===== src/rtl/ibw_pkg.sv =====
package ibw_pkg;
    localparam int NUM_WIN  = 3;
    localparam int NUM_REGS = 8;
    localparam int DW       = 32;
    localparam logic [DW-1:0] IO_SIZE = 32'h0010_0000;

    typedef enum logic [2:0] {
        IDX_MAP0  = 3'd0,
        IDX_MAP1  = 3'd1,
        IDX_MAP2  = 3'd2,
        IDX_IDENT = 3'd3,
        IDX_FLAGS = 3'd4,
        IDX_SEC0  = 3'd5,
        IDX_SEC1  = 3'd6,
        IDX_SEC2  = 3'd7
    } reg_idx_e;

    typedef struct packed {
        logic          hit;
        reg_idx_e      idx;
    } reg_dec_t;

    function automatic logic [DW-1:0] win_size(input bit alt, input int idx);
        logic [DW-1:0] s;
        if (alt) begin
            case (idx)
                0:       s = 32'h0100_0000;
                1:       s = 32'h0400_0000;
                default: s = 32'h0800_0000;
            endcase
        end else begin
            case (idx)
                0:       s = 32'h0C00_0000;
                default: s = 32'h1000_0000;
            endcase
        end
        return s;
    endfunction

    function automatic logic [DW-1:0] pow2_mask(input logic [DW-1:0] size);
        logic [DW-1:0] m;
        m = '0;
        for (int b = 0; b < DW; b++) begin
            if (m < size - 1) m = {m[DW-2:0], 1'b1};
        end
        return m;
    endfunction

    function automatic logic [DW-1:0] win_base(input bit alt, input int idx,
                                               input logic [DW-1:0] map);
        if (alt) return map & ~(win_size(1'b1, idx) - 1);
        return {map[3:0], 28'h0};
    endfunction
endpackage


===== src/rtl/ibw_regfile.sv =====
module ibw_regfile
    import ibw_pkg::*;
#(
    parameter int OFS_W = 12
) (
    input  logic                       clk,
    input  logic                       rst,
    input  logic [OFS_W-1:0]           addr,
    input  logic                       wr,
    input  logic                       rd,
    input  logic [3:0]                 be,
    input  logic [DW-1:0]              wdata,
    output logic [DW-1:0]              rdata,
    output logic                       err,
    output logic [NUM_WIN-1:0][DW-1:0] maps
);
    logic [NUM_REGS-1:0][DW-1:0] regs;
    reg_dec_t dec;
    logic     legal;

    always_comb begin
        dec.hit = (addr < OFS_W'(4 * NUM_REGS)) && (addr[1:0] == 2'b00);
        dec.idx = reg_idx_e'(addr[4:2]);
        legal   = dec.hit && (be == 4'hF);
    end

    always_ff @(posedge clk) begin
        if (rst) begin
            regs  <= '0;
            rdata <= '0;
            err   <= 1'b0;
        end else begin
            if (wr && legal) regs[dec.idx] <= wdata;
            rdata <= (rd && legal) ? regs[dec.idx] : '0;
            err   <= (rd || wr) && !legal;
        end
    end

    for (genvar i = 0; i < NUM_WIN; i++) begin : g_maps
        assign maps[i] = regs[i];
    end

    assert_err_reads_zero_R3: assert property (@(posedge clk) disable iff (rst)
        err |-> rdata == '0);
    assert_idle_quiet_R5: assert property (@(posedge clk) disable iff (rst)
        (!rd && !wr) |=> (!err && rdata == '0));
    assert_bad_be_no_write_R4: assert property (@(posedge clk) disable iff (rst)
        (wr && be != 4'hF) |=> $stable(regs));
    assert_undef_no_write_R3: assert property (@(posedge clk) disable iff (rst)
        (wr && addr >= OFS_W'(4 * NUM_REGS)) |=> $stable(regs));
endmodule


===== src/rtl/ibw_win_xlat.sv =====
module ibw_win_xlat
    import ibw_pkg::*;
#(
    parameter logic [31:0] SIZE = 32'h0010_0000
) (
    input  logic          clk,
    input  logic          rst,
    input  logic [DW-1:0] base,
    input  logic [DW-1:0] off,
    output logic [DW-1:0] addr,
    output logic          oor
);
    localparam logic [DW-1:0] MASK = pow2_mask(SIZE);

    always_comb begin
        oor  = off >= SIZE;
        addr = base | (off & MASK);
    end

    assert_in_range_sum_R9: assert property (@(posedge clk) disable iff (rst)
        !oor |-> addr == base + off);
    assert_oor_above_R8: assert property (@(posedge clk) disable iff (rst)
        oor |-> off > SIZE - 1);
endmodule


===== src/rtl/ibw_xlat_regs.sv =====
module ibw_xlat_regs
    import ibw_pkg::*;
#(
    parameter bit ALT_VARIANT = 1'b0,
    parameter int OFS_W       = 12
) (
    input  logic                  clk,
    input  logic                  rst,
    input  logic [OFS_W-1:0]      reg_addr,
    input  logic                  reg_wr,
    input  logic                  reg_rd,
    input  logic [3:0]            reg_be,
    input  logic [31:0]           reg_wdata,
    output logic [31:0]           reg_rdata,
    output logic                  reg_err,
    input  logic [NUM_WIN*32-1:0] win_off,
    output logic [NUM_WIN*32-1:0] win_addr,
    output logic [NUM_WIN-1:0]    win_oor,
    input  logic [31:0]           io_off,
    output logic [31:0]           io_addr,
    output logic                  io_oor
);
    logic [NUM_WIN-1:0][DW-1:0] maps;
    logic [NUM_WIN-1:0][DW-1:0] bases;

    ibw_regfile #(.OFS_W(OFS_W)) u_regs (
        .clk(clk), .rst(rst), .addr(reg_addr), .wr(reg_wr), .rd(reg_rd),
        .be(reg_be), .wdata(reg_wdata), .rdata(reg_rdata), .err(reg_err),
        .maps(maps)
    );

    for (genvar i = 0; i < NUM_WIN; i++) begin : g_win
        assign bases[i] = win_base(ALT_VARIANT, i, maps[i]);
        ibw_win_xlat #(.SIZE(win_size(ALT_VARIANT, i))) u_xlat (
            .clk(clk), .rst(rst), .base(bases[i]),
            .off(win_off[i*32 +: 32]), .addr(win_addr[i*32 +: 32]),
            .oor(win_oor[i])
        );
    end

    ibw_win_xlat #(.SIZE(IO_SIZE)) u_io (
        .clk(clk), .rst(rst), .base('0), .off(io_off),
        .addr(io_addr), .oor(io_oor)
    );

    if (ALT_VARIANT) begin : g_chk_alt
        assert_map_update_R11: assert property (@(posedge clk) disable iff (rst)
            (reg_wr && reg_be == 4'hF && reg_addr == '0) |=>
            ((win_addr[31:0] & 32'hFF00_0000) == ($past(reg_wdata) & 32'hFF00_0000)));
    end else begin : g_chk_base
        assert_map_update_R11: assert property (@(posedge clk) disable iff (rst)
            (reg_wr && reg_be == 4'hF && reg_addr == '0) |=>
            (win_addr[31:28] == $past(reg_wdata[3:0])));
    end
endmodule


===== config.mk =====
export PLATFORM = sky130hd
export DESIGN_NAME = ibw_xlat_regs
export DESIGN_NICKNAME = d
export VERILOG_FILES = /design/src/rtl/ibw_pkg.sv /design/src/rtl/ibw_regfile.sv /design/src/rtl/ibw_win_xlat.sv /design/src/rtl/ibw_xlat_regs.sv
export SDC_FILE = /design/constraint.sdc
export NUM_CORES = 1
export LEC_CHECK = 0
export BUFFER_PORTS_ARGS = -buffer_cell sky130_fd_sc_hd__buf_2
export CAP_MARGIN = 20
export CORE_MARGIN = 5
export CORE_UTILIZATION = 38
export DETAILED_ROUTE_END_ITERATION = 8
export PLACE_DENSITY_LB_ADDON = 0.3
export RECOVER_POWER = 25
export SETUP_SLACK_MARGIN = 0.15
export SYNTH_ARGS = -nofsm -noshare
export SYNTH_HDL_FRONTEND = slang
export SYNTH_HIERARCHICAL = 1
export SYNTH_SLANG_ARGS = --single-unit

===== constraint.sdc =====
create_clock -name clk -period 2.6 [get_ports clk]
set_clock_uncertainty 0.15 [all_clocks]
set_input_delay 0.26 -clock clk [delete_from_list [all_inputs] [get_ports clk]]
set_output_delay 0.26 -clock clk [all_outputs]
set_load 0.01 [all_outputs]

# Yosys cells after proc, flatten, opt, wreduce, memory -nomap -nowiden

Cells that the tools add are included.

Input port bits: 180
Output and inout port bits: 165
Register bits: 289

Order comparisons: 7
Muxes and demuxes: 5
Eq/ne operators: 1
Reductions and logical operators: 10
Bitwise gates (word level): 4

Operators by type and width:

| operator                                                                       | count |
|---|---|
| 256-bit bitwise mux                                                            | 1 |
| 32-bit binary-select mux with 3-bit select                                     | 1 |
| 32-bit demux with 3-bit select                                                 | 1 |
| 32-bit by 28-bit bitwise OR with 32-bit output                                 | 3 |
| 32-bit by 29-bit >= comparator with 1-bit output (second input constant)       | 2 |
| 32-bit 2-to-1 mux                                                              | 2 |
| 32-bit by 21-bit >= comparator with 1-bit output (second input constant)       | 1 |
| 32-bit by 28-bit >= comparator with 1-bit output (second input constant)       | 1 |
| 12-bit by 6-bit less-than comparator with 1-bit output (second input constant) | 1 |
| 1-bit logical AND                                                              | 6 |
| 4-bit == test (second input constant)                                          | 1 |
| 3-bit by 4-bit less-than comparator with 1-bit output (second input constant)  | 1 |
| 3-bit by 1-bit >= comparator with 1-bit output (second input constant)         | 1 |
| 2-bit zero test                                                                | 1 |
| 2-bit OR reduction                                                             | 1 |
| 1-bit zero test                                                                | 1 |
| 1-bit logical OR                                                               | 1 |
| 1-bit inverter                                                                 | 1 |

# Longest topological paths before layout

Depth in word-level cells: 6
Mapped depth: 7
Mapped depth without buffers: 4

# By module

Netlist, hierarchy kept.

Modules (own cells, without submodules):

| module                              | times used | area each (um2) | cells each |
|---|---|---|---|
| ibw_regfile                         | 1          | 12962.4         | 1236 |
| ibw_win_xlat at g_win[1].u_xlat ... | 2          | 212.7           | 33 |
| ibw_win_xlat at u_io                | 1          | 239.0           | 36 |
| ibw_win_xlat at g_win[0].u_xlat     | 1          | 225.2           | 35 |
| ibw_xlat_regs                       | 1          | 3.8             | 1 |

# Worst setup path before layout

No wires, ideal clock.

Kind: input to register
Start point: in reg_addr[9]
End point: reg u_regs.regs, in the netlist u_regs/maps[10]
Cell stages on the path: 6
Setup slack: 0.356 ns
Data arrival time: 2.022 ns
Cells stage by stage: or4_1 > nor4_4 > and2_1 > buf_6 > buf_12 > mux2i_1

Longest elaborated chain between the ends: 4

Ends and longest elaborated chain:

| what                                                   | RTL line           | RTL |
|---|---|---|
| start: declaration                                     | ibw_xlat_regs.sv:9 | `input logic [OFS_W-1:0] reg_addr,` |
| 12-bit by 6-bit less-than comparator with 1-bit output | ibw_regfile.sv:22  | `dec.hit = (addr < OFS_W'(4 * NUM_REGS)) && (addr[1:0] == 2'b00);` |
| 1-bit logical AND                                      | ibw_regfile.sv:22  |  |
| 1-bit logical AND                                      | ibw_regfile.sv:24  | `legal = dec.hit && (be == 4'hF);` |
| 1-bit logical AND                                      | ibw_regfile.sv:33  | `if (wr && legal) regs[dec.idx] <= wdata;` |
| end signal: indexed assignment                         | ibw_regfile.sv:33  |  |
| end: declaration                                       | ibw_regfile.sv:17  | `logic [NUM_REGS-1:0][DW-1:0] regs;` |

No other way between the ends.
A chain may end at the register's enable or synchronous reset.

# Final worst setup path

Start point: in reg_rd
End point: reg u_regs.err

Longest elaborated chain between the ends: 2

Ends and longest elaborated chain:

| what                   | RTL line            | RTL |
|---|---|---|
| start: declaration     | ibw_xlat_regs.sv:11 | `input logic reg_rd,` |
| 1-bit logical OR       | ibw_regfile.sv:35   | `err <= (rd \|\| wr) && !legal;` |
| 1-bit logical AND      | ibw_regfile.sv:35   |  |
| end signal: assignment | ibw_regfile.sv:35   |  |
| end: declaration       | ibw_regfile.sv:14   | `output logic err,` |

No other way between the ends.

==> out/metrics.cfg <==
[clock_tree]
clock_sinks=289
cts_tree=done
clk_latency_ns=0.54
cts_buffers=30
clockBufferDepth=3
cts.clk_slew.worst_paths_ns=0.06
root_buffer=clkbuf_16
h-tree-depth=1
ctsResizeCount=0
post_cts_buffers=0

[min_path]
holdPathStages=3
whs_endpoint=u_regs/maps[86]$_SDFFE_PP0P_
hp-class=input port to flop
hold_start=reg_wdata[22]

[pwr]
clock_power_share_pct=47.6
p_leak_uw=0.00778
sw_frac_of_total_pct=21.9
switchingPower_uw=2140
p_comb_share_pct=6.9
totalPowerFinal_uw=9730
sequentialPowerShare_pct=45.5
p_int_uw=7600
power_density_nw_per_um2=588
peakVddDrop_v=0.000631

[drt]
routed_wl_mm=38.0
detail_route.vias_per_cell=4.83
drt_iter0_drc=610
dr.pass1.iters=5
routedWlPerCell_um=17.7
antenna_left=0
drc=0
vias=10362

[critical_path]
r2r_slack_ns=1.33
max_stage_delay_ns=0.56
crit_path_end_kind=flop
path_cells=dlygate4sd3_1 > buf_2 > nor2_1 > dlygate4sd3_1 > nor3_1 > dlygate4sd3_1
start_kind=input port
rr_endpoint=u_regs/rdata[23]$_SDFF_PP0_
critPathKind=input port to flop
worstRegToRegCells=3
cp_slowest_cell=dlygate4sd3_1
worst-endpoint-required_ns=2.88
critical_path.most_common_cell=dlygate4sd3_1
cp_max_fo=2
regToRegStartpoint=u_regs/regs[151]$_SDFFE_PP0P_
worstPathArrival_ns=2.14

[placed_design]
io_buffers=332
globalplace.congestion=0.777
detailed_place_hpwl_mm=25.6

[finish]
final_nets=1843
final_util_pct=48.0
mostFrequentLayoutCells=289 x dfxtp_1, 288 x nand2b_1, 256 x mux2i_1
layout_commonest_cell=dfxtp_1
area_delta_synth_final_pct=25.1
drive_gt1_share_pct=26.3

[grt]
grt_antenna_before_repair=4
grt_usage_pct=18.4
grt_overflow=0
grt_max_degree=88
grt_pass1_wl_mm=57.8
grt_pass1_vias=10302

[logic_synthesis]
avgSynthCellArea_um2=10.3
yosys_warnings=6
syn_area_um2=13200
syn_inst=1290

[floorplan]
coreArea_um2=34500
initial_core_util_pct=38.4
ios=345
die_h_um=197
rows=68
die_w_um=197
fp.dieArea_um2=38600

[timing]
finalHoldViolations=0
setup-violations-final=0
min_period_over_period_pct=71.5
worst_pin_slew_ns=0.595
rsz0062_at_grt=false
whs_ns=0.0166
tns_ns=0
fin_crit_ns=1.86
maxSlewViolCount=0
max_slew_margin_pct=60.1
timing.fmax_mhz=538

[status]
outcome=completed

[run]
maxCapViolCount=0

[final cells by class]
| cell class | instances | area (um^2) |
|---|---|---|
| tap | 455 | 569 |
| clock inverter | 15 | 211 |
| antenna | 3 | 7.51 |
| multi-input combinational | 960 | 6970 |
| fill | 3343 | 17900 |
| timing repair buffer | 382 | 2120 |
| sequential | 289 | 5790 |
| clock buffer | 40 | 880 |
[per-stage QoR]
step / cells / cell area [um^2] / worst slack [ns]
after CTS: 2141 / 16700 / 0.749
final: 2144 / 16500 / 0.740
after detailed placement: 2082 / 15500 / 0.252
after global placement: 2082 / 15500 / 0.294
after global routing: 2144 / 16500 / 0.691
after floorplan: 1405 / 13700 / 0.356
[registers in the layout, summed over array words and instances (netlist names)]
register,cells
u_regs/rdata,32
u_regs/maps,96
u_regs/regs,160
u_regs/err,1
[worst max-delay path: cells and delay by family]
family | cells | cell delay (ns)
buffers and inverters | 4 | 1.77
AND/OR/NAND/NOR | 2 | 0.11
[worst max path at each step]
| stage | endpoint | slack [ns] | cells past startpoint | start |
|---|---|---|---|---|
| after global placement | u_regs/maps[26]$_SDFFE_PP0P_ | 0.29 | 7 | reg_addr[9] |
| after detailed placement | u_regs/maps[29]$_SDFFE_PP0P_ | 0.25 | 7 | reg_addr[9] |
| after floorplan | u_regs/maps[10]$_SDFFE_PP0P_ | 0.36 | 6 | reg_addr[9] |
| final | u_regs/err$_SDFF_PP0_ | 0.74 | 6 | reg_rd |
| after CTS | u_regs/err$_SDFF_PP0_ | 0.75 | 6 | reg_rd |
| after global routing | u_regs/err$_SDFF_PP0_ | 0.69 | 6 | reg_rd |
[power by group through the flow]
stage                     sequential (uW)  combinational [uW]  clock [uW]
after global routing                 4420                 734        4940
after global placement               4530                 682           0
after CTS                            4430                 696        4730
after floorplan                      4530                 374           0
after detailed placement             4530                 689           0
final                                4430                 673        4630
[per-layer routing]
metal | track usage, % | up-vias | wire length (um)
met5 | 0 | - | 11
met4 | 4.45 | 2 | 697
met3 | 3.09 | 59 | 2590
met2 | 31.3 | 328 | 18000
met1 | 24.5 | 4930 | 16700
li1 | - | 5043 | -
[what timing repair did]
action / 4_1_cts / 5_1_grt
hold buffers: 4 / 0
endpoints found under the hold margin: 2 / 0
endpoints found under the setup margin: 0 / 0
Power figures use the tool's default switching activity.
